## src/rtl/cdb_pkg.sv

```systemverilog
package cdb_pkg;

  localparam int CTRL_W   = 32;
  localparam int RATIO_W  = 4;
  localparam int NUM_MAIN = 4;
  localparam int DIV_W    = 6;
  localparam int LCD_W    = 5;
  localparam int DEV_W    = 6;
  localparam logic [CTRL_W-1:0] CTRL_WMASK = 32'h5FFF_FFFF;

  typedef enum logic [1:0] {DOM_CORE, DOM_HSP, DOM_LSP, DOM_MEM} dom_e;

  // Control word layout, most significant field first.
  typedef struct packed {
    logic              spare_hi;
    logic              cko_en;
    logic              spare_mid;
    logic [DEV_W-1:0]  dev_div;
    logic              chg_en;
    logic              half_full;
    logic [LCD_W-1:0]  lcd_div;
    logic [RATIO_W-1:0] mem_code;
    logic [RATIO_W-1:0] lsp_code;
    logic [RATIO_W-1:0] hsp_code;
    logic [RATIO_W-1:0] core_code;
  } ctrl_t;

  // Encoded ratio set; everything past the end clamps to the slowest entry.
  function automatic logic [DIV_W-1:0] ratio_divisor(input logic [RATIO_W-1:0] code);
    logic [DIV_W-1:0] d;
    case (code)
      4'd0:    d = 6'd1;
      4'd1:    d = 6'd2;
      4'd2:    d = 6'd3;
      4'd3:    d = 6'd4;
      4'd4:    d = 6'd6;
      4'd5:    d = 6'd8;
      4'd6:    d = 6'd12;
      4'd7:    d = 6'd16;
      4'd8:    d = 6'd24;
      default: d = 6'd32;
    endcase
    return d;
  endfunction

endpackage

```

## src/rtl/cdb_ctrl_reg.sv

```systemverilog
module cdb_ctrl_reg #(
  parameter int                W     = 32,
  parameter logic [W-1:0]      WMASK = '1
) (
  input  logic         clk,
  input  logic         rst,
  input  logic         wr_en,
  input  logic [W-1:0] wr_data,
  output logic [W-1:0] ctrl_q
);

  always_ff @(posedge clk) begin
    if (rst) begin
      ctrl_q <= '0;
    end else if (wr_en) begin
      ctrl_q <= wr_data & WMASK;
    end
  end

  p_write_r11: assert property (@(posedge clk) disable iff (rst)
    wr_en |=> (ctrl_q == ($past(wr_data) & WMASK)));

  p_hold_r11: assert property (@(posedge clk) disable iff (rst)
    !wr_en |=> $stable(ctrl_q));

endmodule

```

## src/rtl/cdb_half_branch.sv

```systemverilog
module cdb_half_branch (
  input  logic clk,
  input  logic rst,
  input  logic full_sel,
  output logic ce_o
);

  logic phase_q;
  logic ce_q;

  always_ff @(posedge clk) begin
    if (rst) begin
      phase_q <= 1'b0;
      ce_q    <= 1'b0;
    end else begin
      phase_q <= ~phase_q;
      ce_q    <= full_sel | phase_q;
    end
  end

  assign ce_o = ce_q;

  // Half-rate mode never gives two strobes in a row.
  p_half_gap_r7: assert property (@(posedge clk) disable iff (rst)
    (ce_q && !$past(full_sel) && !full_sel) |=> !ce_q);

endmodule

```

## src/rtl/cdb_ratio_div.sv

```systemverilog
module cdb_ratio_div #(
  parameter int CNT_W    = 6,
  parameter bit FREE_RUN = 1'b1
) (
  input  logic             clk,
  input  logic             rst,
  input  logic             in_ce,
  input  logic             apply_en,
  input  logic [CNT_W-1:0] next_div,
  input  logic             tap_en,
  output logic             pulse_o,
  output logic             tap_o
);

  localparam logic [CNT_W-1:0] ONE = CNT_W'(1);

  logic [CNT_W-1:0] cnt_q;
  logic [CNT_W-1:0] div_q;
  logic             pulse_q;
  logic             tap_q;
  logic             tick;

  // Terminal count: last input strobe of the running period.
  assign tick = in_ce && (cnt_q == div_q - ONE);

  always_ff @(posedge clk) begin
    if (rst) begin
      cnt_q   <= '0;
      div_q   <= ONE;
      pulse_q <= 1'b0;
      tap_q   <= 1'b0;
    end else begin
      pulse_q <= tick;
      tap_q   <= tick && tap_en;
      if (in_ce) begin
        if (tick) begin
          cnt_q <= '0;
          // A new divisor is loaded only here, so a period is never cut.
          if (apply_en && (next_div != '0)) begin
            div_q <= next_div;
          end
        end else begin
          cnt_q <= cnt_q + ONE;
        end
      end
    end
  end

  assign pulse_o = pulse_q;
  assign tap_o   = tap_q;

  p_one_hot_pulse_r4: assert property (@(posedge clk) disable iff (rst)
    (pulse_q && (div_q != ONE)) |=> !pulse_q);

  generate
    if (FREE_RUN) begin : g_period_chk
      logic [CNT_W+1:0] cyc_q;
      logic [CNT_W-1:0] per_q;
      logic             seen_q;

      always_ff @(posedge clk) begin
        if (rst) begin
          cyc_q  <= '0;
          per_q  <= '0;
          seen_q <= 1'b0;
        end else begin
          if (pulse_q) begin
            cyc_q  <= (CNT_W+2)'(1);
            per_q  <= div_q;
            seen_q <= 1'b1;
          end else if (cyc_q != '1) begin
            cyc_q <= cyc_q + 1'b1;
          end
        end
      end

      // Every completed period is exactly the length in force when it began.
      p_full_period_r5: assert property (@(posedge clk) disable iff (rst)
        (pulse_q && seen_q) |-> (cyc_q == {2'b00, per_q}));
    end
  endgenerate

endmodule

```

## src/rtl/clk_ratio_bank.sv

```systemverilog
module clk_ratio_bank
  import cdb_pkg::*;
(
  input  logic                clk,
  input  logic                rst,
  input  logic                wr_en,
  input  logic [CTRL_W-1:0]   wr_data,
  output logic [CTRL_W-1:0]   rd_data,
  output logic [NUM_MAIN-1:0] ratio_ce,
  output logic                half_ce,
  output logic                lcd_ce,
  output logic                dev_ce,
  output logic                cko_ce
);

  localparam int LCD_CNT_W = LCD_W + 1;
  localparam int DEV_CNT_W = DEV_W + 1;

  logic [CTRL_W-1:0]   ctrl_q;
  ctrl_t               cfg;
  logic [NUM_MAIN-1:0] main_tap;
  logic                lcd_tap;
  logic                dev_tap;
  logic [LCD_CNT_W-1:0] lcd_next;
  logic [DEV_CNT_W-1:0] dev_next;

  cdb_ctrl_reg #(.W(CTRL_W), .WMASK(CTRL_WMASK)) u_ctrl (
    .clk     (clk),
    .rst     (rst),
    .wr_en   (wr_en),
    .wr_data (wr_data),
    .ctrl_q  (ctrl_q)
  );

  assign cfg     = ctrl_t'(ctrl_q);
  assign rd_data = ctrl_q;

  // Four main domains share one decode and divider structure.
  generate
    for (genvar i = 0; i < NUM_MAIN; i++) begin : g_main
      logic [RATIO_W-1:0] code;
      logic [DIV_W-1:0]   divv;
      logic               tap_sel;

      assign code    = ctrl_q[i*RATIO_W +: RATIO_W];
      assign divv    = ratio_divisor(code);
      assign tap_sel = (i == int'(DOM_MEM)) ? cfg.cko_en : 1'b0;

      cdb_ratio_div #(.CNT_W(DIV_W), .FREE_RUN(1'b1)) u_div (
        .clk      (clk),
        .rst      (rst),
        .in_ce    (1'b1),
        .apply_en (cfg.chg_en),
        .next_div (divv),
        .tap_en   (tap_sel),
        .pulse_o  (ratio_ce[i]),
        .tap_o    (main_tap[i])
      );

      p_clamp_r3: assert property (@(posedge clk) disable iff (rst)
        (int'(code) >= 10) |-> (int'(divv) == 32));
    end
  endgenerate

  cdb_half_branch u_half (
    .clk      (clk),
    .rst      (rst),
    .full_sel (cfg.half_full),
    .ce_o     (half_ce)
  );

  assign lcd_next = {1'b0, cfg.lcd_div} + LCD_CNT_W'(1);
  assign dev_next = {1'b0, cfg.dev_div} + DEV_CNT_W'(1);

  cdb_ratio_div #(.CNT_W(LCD_CNT_W), .FREE_RUN(1'b0)) u_lcd (
    .clk      (clk),
    .rst      (rst),
    .in_ce    (half_ce),
    .apply_en (1'b1),
    .next_div (lcd_next),
    .tap_en   (1'b0),
    .pulse_o  (lcd_ce),
    .tap_o    (lcd_tap)
  );

  cdb_ratio_div #(.CNT_W(DEV_CNT_W), .FREE_RUN(1'b0)) u_dev (
    .clk      (clk),
    .rst      (rst),
    .in_ce    (half_ce),
    .apply_en (1'b1),
    .next_div (dev_next),
    .tap_en   (1'b0),
    .pulse_o  (dev_ce),
    .tap_o    (dev_tap)
  );

  // Only the memory divider has its tap enabled; the other taps stay low.
  assign cko_ce = |{main_tap, lcd_tap, dev_tap};

  p_cko_follow_r10: assert property (@(posedge clk) disable iff (rst)
    cko_ce |-> ratio_ce[DOM_MEM]);

  p_cko_gate_r10: assert property (@(posedge clk) disable iff (rst)
    cko_ce |-> $past(cfg.cko_en));

endmodule

```

## config.mk

```make
export PLATFORM = sky130hd
export DESIGN_NAME = clk_ratio_bank
export DESIGN_NICKNAME = d
export VERILOG_FILES = /design/src/rtl/cdb_pkg.sv /design/src/rtl/cdb_ctrl_reg.sv /design/src/rtl/cdb_half_branch.sv /design/src/rtl/cdb_ratio_div.sv /design/src/rtl/clk_ratio_bank.sv
export SDC_FILE = /design/constraint.sdc
export NUM_CORES = 1
export LEC_CHECK = 0
export BUFFER_PORTS_ARGS = -buffer_cell sky130_fd_sc_hd__buf_2
export CAP_MARGIN = 0
export CORE_MARGIN = 1
export CORE_UTILIZATION = 36
export CTS_CLUSTER_SIZE = 12
export DETAILED_ROUTE_END_ITERATION = 16
export PLACE_DENSITY_LB_ADDON = 0.2
export SYNTH_ARGS = -nofsm -noshare
export SYNTH_HDL_FRONTEND = slang
export SYNTH_SLANG_ARGS = --single-unit
```

## constraint.sdc

```tcl
create_clock -name clk -period 3.06 [get_ports clk]
set_input_delay 0.306 -clock clk [delete_from_list [all_inputs] [get_ports clk]]
set_output_delay 0.306 -clock clk [all_outputs]
set_load 0.05 [all_outputs]
```

==> metrics.txt <==
# TYPE chip_impl_metric gauge
chip_impl_metric{name="critPathMaxFanout",unit=""} 7
chip_impl_metric{name="stdcell_area",unit="um^2"} 7400
chip_impl_info{name="path_class",value="reg2reg"} 1
chip_impl_metric{name="fin_crit_sh",unit="%"} 79.3
chip_impl_metric{name="drc",unit=""} 0
chip_impl_info{name="status",value="complete, no violations"} 1
chip_impl_metric{name="fmax",unit="GHz"} 0.412
chip_impl_metric{name="core_area",unit="um^2"} 16800
chip_impl_metric{name="cts_bufs_inserted",unit=""} 17
chip_impl_metric{name="report.final.slew_viol_count",unit=""} 0
chip_impl_metric{name="period_minus_ws_final",unit="ns"} 2.43
chip_impl_metric{name="first_iter_violations",unit=""} 208
chip_impl_metric{name="critical_path_required",unit="ns"} 3.37
chip_impl_metric{name="cap_viol_max_count",unit=""} 0
chip_impl_metric{name="routedWlPerCell",unit="um"} 13.5
chip_impl_metric{name="synth.cell_area",unit="um^2"} 6230
chip_impl_metric{name="hold_violations",unit=""} 0
chip_impl_metric{name="design.final.nets",unit=""} 807
chip_impl_info{name="root_buffer",value="sky130_fd_sc_hd__clkbuf_16"} 1
chip_impl_metric{name="std_cell_rows",unit=""} 47
chip_impl_info{name="rsz0062_at_grt",value="no"} 1
chip_impl_metric{name="dpl-instance-area",unit="um^2"} 6790
chip_impl_metric{name="tritoncts_num_sinks",unit=""} 137
chip_impl_metric{name="finalClockSkew",unit="ns"} 0.00721
chip_impl_metric{name="ios",unit=""} 75
chip_impl_metric{name="globalRouteOverflowTotal",unit=""} 0
chip_impl_metric{name="drtAntennaViolNets",unit=""} 0
chip_impl_metric{name="final_layout_size_suffix_gt1_share",unit="%"} 16.9
chip_impl_info{name="synth_top_flop_cell",value="sky130_fd_sc_hd__dfxtp_1"} 1
chip_impl_metric{name="async_flop_share",unit="%"} 0
chip_impl_metric{name="dp_hpwl",unit="um"} 9800
chip_impl_metric{name="die_height",unit="um"} 134
chip_impl_metric{name="area.sequential",unit="um^2"} 2740
chip_impl_metric{name="r2r_cells",unit=""} 7
chip_impl_metric{name="grt_pass1_wl",unit="um"} 22400
chip_impl_metric{name="transition_at_the_pin_with_the_smallest_max_transition_slack",unit="ns"} 0.732
chip_impl_metric{name="multi_input_comb_area",unit="um^2"} 3200
chip_impl_metric{name="die_w",unit="um"} 134
chip_impl_metric{name="ys_warnings",unit=""} 0
chip_impl_metric{name="syn_avg_cell_area",unit="um^2"} 9.24
chip_impl_metric{name="cts.repair_timing.setup_buffer_count",unit=""} 0
chip_impl_metric{name="antenna_cells_inserted",unit=""} 0
chip_impl_metric{name="final_core_util",unit="%"} 44.1
chip_impl_metric{name="portBuffers",unit=""} 70
chip_impl_metric{name="grt.total_usage",unit="%"} 15.7
chip_impl_metric{name="htree_levels",unit=""} 4
chip_impl_metric{name="clock_slew_seen_by_the_registers_of_the_worst_setup_and_hold_paths",unit="ns"} 0.06
chip_impl_metric{name="synthCells",unit=""} 674
chip_impl_info{name="layout_common_cells",value="137 x sky130_fd_sc_hd__dfxtp_1, 112 x sky130_fd_sc_hd__nor2_1, 70 x sky130_fd_sc_hd__buf_2"} 1
chip_impl_metric{name="timing.final.setup_violations",unit=""} 0
chip_impl_metric{name="insertion_delay",unit="ns"} 0.41
chip_impl_metric{name="synth_seq_cells",unit=""} 137
chip_impl_metric{name="place_congestion",unit=""} 0.819
chip_impl_metric{name="synthToLayoutAreaGrowth",unit="%"} 18.8
chip_impl_metric{name="drt-vias-per-instance",unit=""} 4.91
chip_impl_metric{name="design.die.area",unit="um^2"} 17800
chip_impl_metric{name="critical_path_arrival",unit="ns"} 2.74
chip_impl_metric{name="finalWirelength",unit="um"} 13200
chip_impl_metric{name="pwr_cell_area",unit="nW/um^2"} 740
chip_impl_metric{name="timing.max_slew.rel_slack",unit="%"} 50.5
chip_impl_metric{name="cts-resized-gates",unit=""} 0
chip_impl_info{name="startpoint_type",value="flip-flop"} 1
chip_impl_metric{name="finalSetupTns",unit="ns"} 0
chip_impl_metric{name="synth_edf_count",unit=""} 0
chip_impl_metric{name="vias",unit=""} 4806
chip_impl_metric{name="holdPathStages",unit=""} 3
chip_impl_metric{name="pin_count_of_the_biggest_net_entering_global_routing",unit=""} 54
chip_impl_info{name="holdCritPathClass",value="in2reg"} 1
chip_impl_metric{name="post_cts_hold_buffer_count",unit=""} 0
chip_impl_metric{name="static-leakage-power",unit="nW"} 3.16
chip_impl_metric{name="seq_total_area_yosys",unit="%"} 44.1
chip_impl_metric{name="fillerInstances",unit=""} 1632
chip_impl_metric{name="starting_density",unit="%"} 37.1
chip_impl_metric{name="first_global_vias",unit=""} 4792
chip_impl_info{name="layout.cells.most_common",value="sky130_fd_sc_hd__dfxtp_1"} 1
chip_impl_metric{name="antenna_violations_before_repair",unit=""} 0
chip_impl_info{name="critPathCaptureType",value="flip-flop"} 1
chip_impl_metric{name="cts_buffer_depth",unit=""} 2
chip_impl_metric{name="detail_route.first_pass.iterations",unit=""} 4
chip_impl_info{name="cts_tree",value="done"} 1
chip_impl_metric{name="power.ir.vdd_worst",unit="mV"} 0.387
chip_impl_metric{name="netlist-cell-type-count",unit=""} 53
-- synth_stat cells (8+ instances only) --
master                     number  share of area, %
sky130_fd_sc_hd__dfxtp_1      137                44
sky130_fd_sc_hd__nand2_1       42               2.5
sky130_fd_sc_hd__clkbuf_1      12              0.72
sky130_fd_sc_hd__a31o_2         9               1.3
sky130_fd_sc_hd__xor2_1        37               5.2
sky130_fd_sc_hd__buf_4          9               1.1
sky130_fd_sc_hd__nand4_1        8              0.80
sky130_fd_sc_hd__mux2i_1       46               7.4
sky130_fd_sc_hd__a21oi_1       15               1.2
sky130_fd_sc_hd__a211oi_1      11               1.3
sky130_fd_sc_hd__nor2_1       112               6.8
sky130_fd_sc_hd__nor3_1        15               1.2
sky130_fd_sc_hd__ha_1          26               5.2
sky130_fd_sc_hd__xnor2_1       46               6.5
sky130_fd_sc_hd__inv_1         36               2.2
sky130_fd_sc_hd__nand3_1       20               1.6
-- logic make-up after synthesis --
| family | after synthesis | share of synthesized area, % |
|---|---|---|
| AO/OA/AOI/OAI | 72 | 8.46 |
| XOR/XNOR | 83 | 11.7 |
| adder cells (fa/ha/maj) | 26 | 5.23 |
| buffers and inverters | 64 | 4.56 |
| flip-flops | 137 | 44.1 |
| multiplexers | 46 | 7.40 |
| other | 1 | 0.0602 |
| AND/OR/NAND/NOR | 245 | 18.6 |
-- per-stage QoR --
stage	total power, mW	setup WS (ns)	hold slack [ns]	instances
after floorplan	3.19	0.768	0.386	675
after global placement	3.42	0.676	0.399	947
after detailed placement	3.46	0.640	0.405	947
after CTS	5.53	0.634	0.106	979
after global routing	5.78	0.428	0.124	979
final	5.48	0.634	0.126	979
-- final timing paths --
check / from / end / slack [ns]
setup / recovery: g_main[1].u_div.div_q[0]$_SDFFE_PP1P_ / g_main[1].u_div.div_q[2]$_SDFFE_PP0P_ / 0.63
hold / removal: wr_data[26] / u_ctrl.ctrl_q[26]$_SDFFE_PP0P_ / 0.13
setup reg to reg: g_main[1].u_div.div_q[0]$_SDFFE_PP1P_ / g_main[1].u_div.div_q[2]$_SDFFE_PP0P_ / 0.63
hold reg to reg: u_half.phase_q$_SDFF_PP0_ / u_half.phase_q$_SDFF_PP0_ / 0.42
-- sequential cells by signal, summed over array words and instances, names as in the netlist --
| name | cells |
|---|---|
| g_main.u_div.pulse_o | 4 |
| u_dev.pulse_o | 1 |
| u_dev.div_q | 7 |
| g_main.divv | 24 |
| u_ctrl.ctrl_q | 30 |
| g_main.u_div.tap_o | 1 |
| g_main.u_div.div_q | 24 |
| u_dev.cnt_q | 7 |
| u_lcd.cnt_q | 6 |
| g_main.u_div.cnt_q | 24 |
| u_half.phase_q | 1 |
| u_lcd.pulse_o | 1 |
| u_half.ce_o | 1 |
| u_lcd.div_q | 6 |
-- power by group --
part           switching, mW  internal [mW]  leakage [nW]
sequential             0.165           1.97          1.12
clock                  0.730           1.33         0.293
combinational          0.792          0.493          1.75
-- worst max-delay path, stage by stage, from the launching register on --
cell                        delay [ns]
sky130_fd_sc_hd__dfxtp_1          0.39
sky130_fd_sc_hd__inv_1            0.08
sky130_fd_sc_hd__ha_1             0.30
sky130_fd_sc_hd__xor2_1           0.15
sky130_fd_sc_hd__nand2_1          0.07
sky130_fd_sc_hd__a2111oi_0        0.49
sky130_fd_sc_hd__nand4_1          0.45
sky130_fd_sc_hd__a31o_2           0.38
-- per-layer routing --
| layer | global-route usage, % | up-vias | part of all wire [%] |
|---|---|---|---|
| met5 | 0 | - | 0 |
| met4 | 6.82 | 0 | 1.7 |
| met3 | 4.00 | 19 | 4.0 |
| met2 | 26.9 | 99 | 49 |
| met1 | 18.6 | 2240 | 46 |
| li1 | - | 2448 | - |
-- cell type report --
cell class	instances	share of cell area (%)
Clock inverter	6	1.15
Tap cell	220	3.72
Multi-Input combinational cell	474	43.3
Clock buffer	26	7.02
Timing Repair Buffer	80	5.92
Inverter	36	1.83
Sequential cell	137	37.1
(Power assumes the default switching activity.)
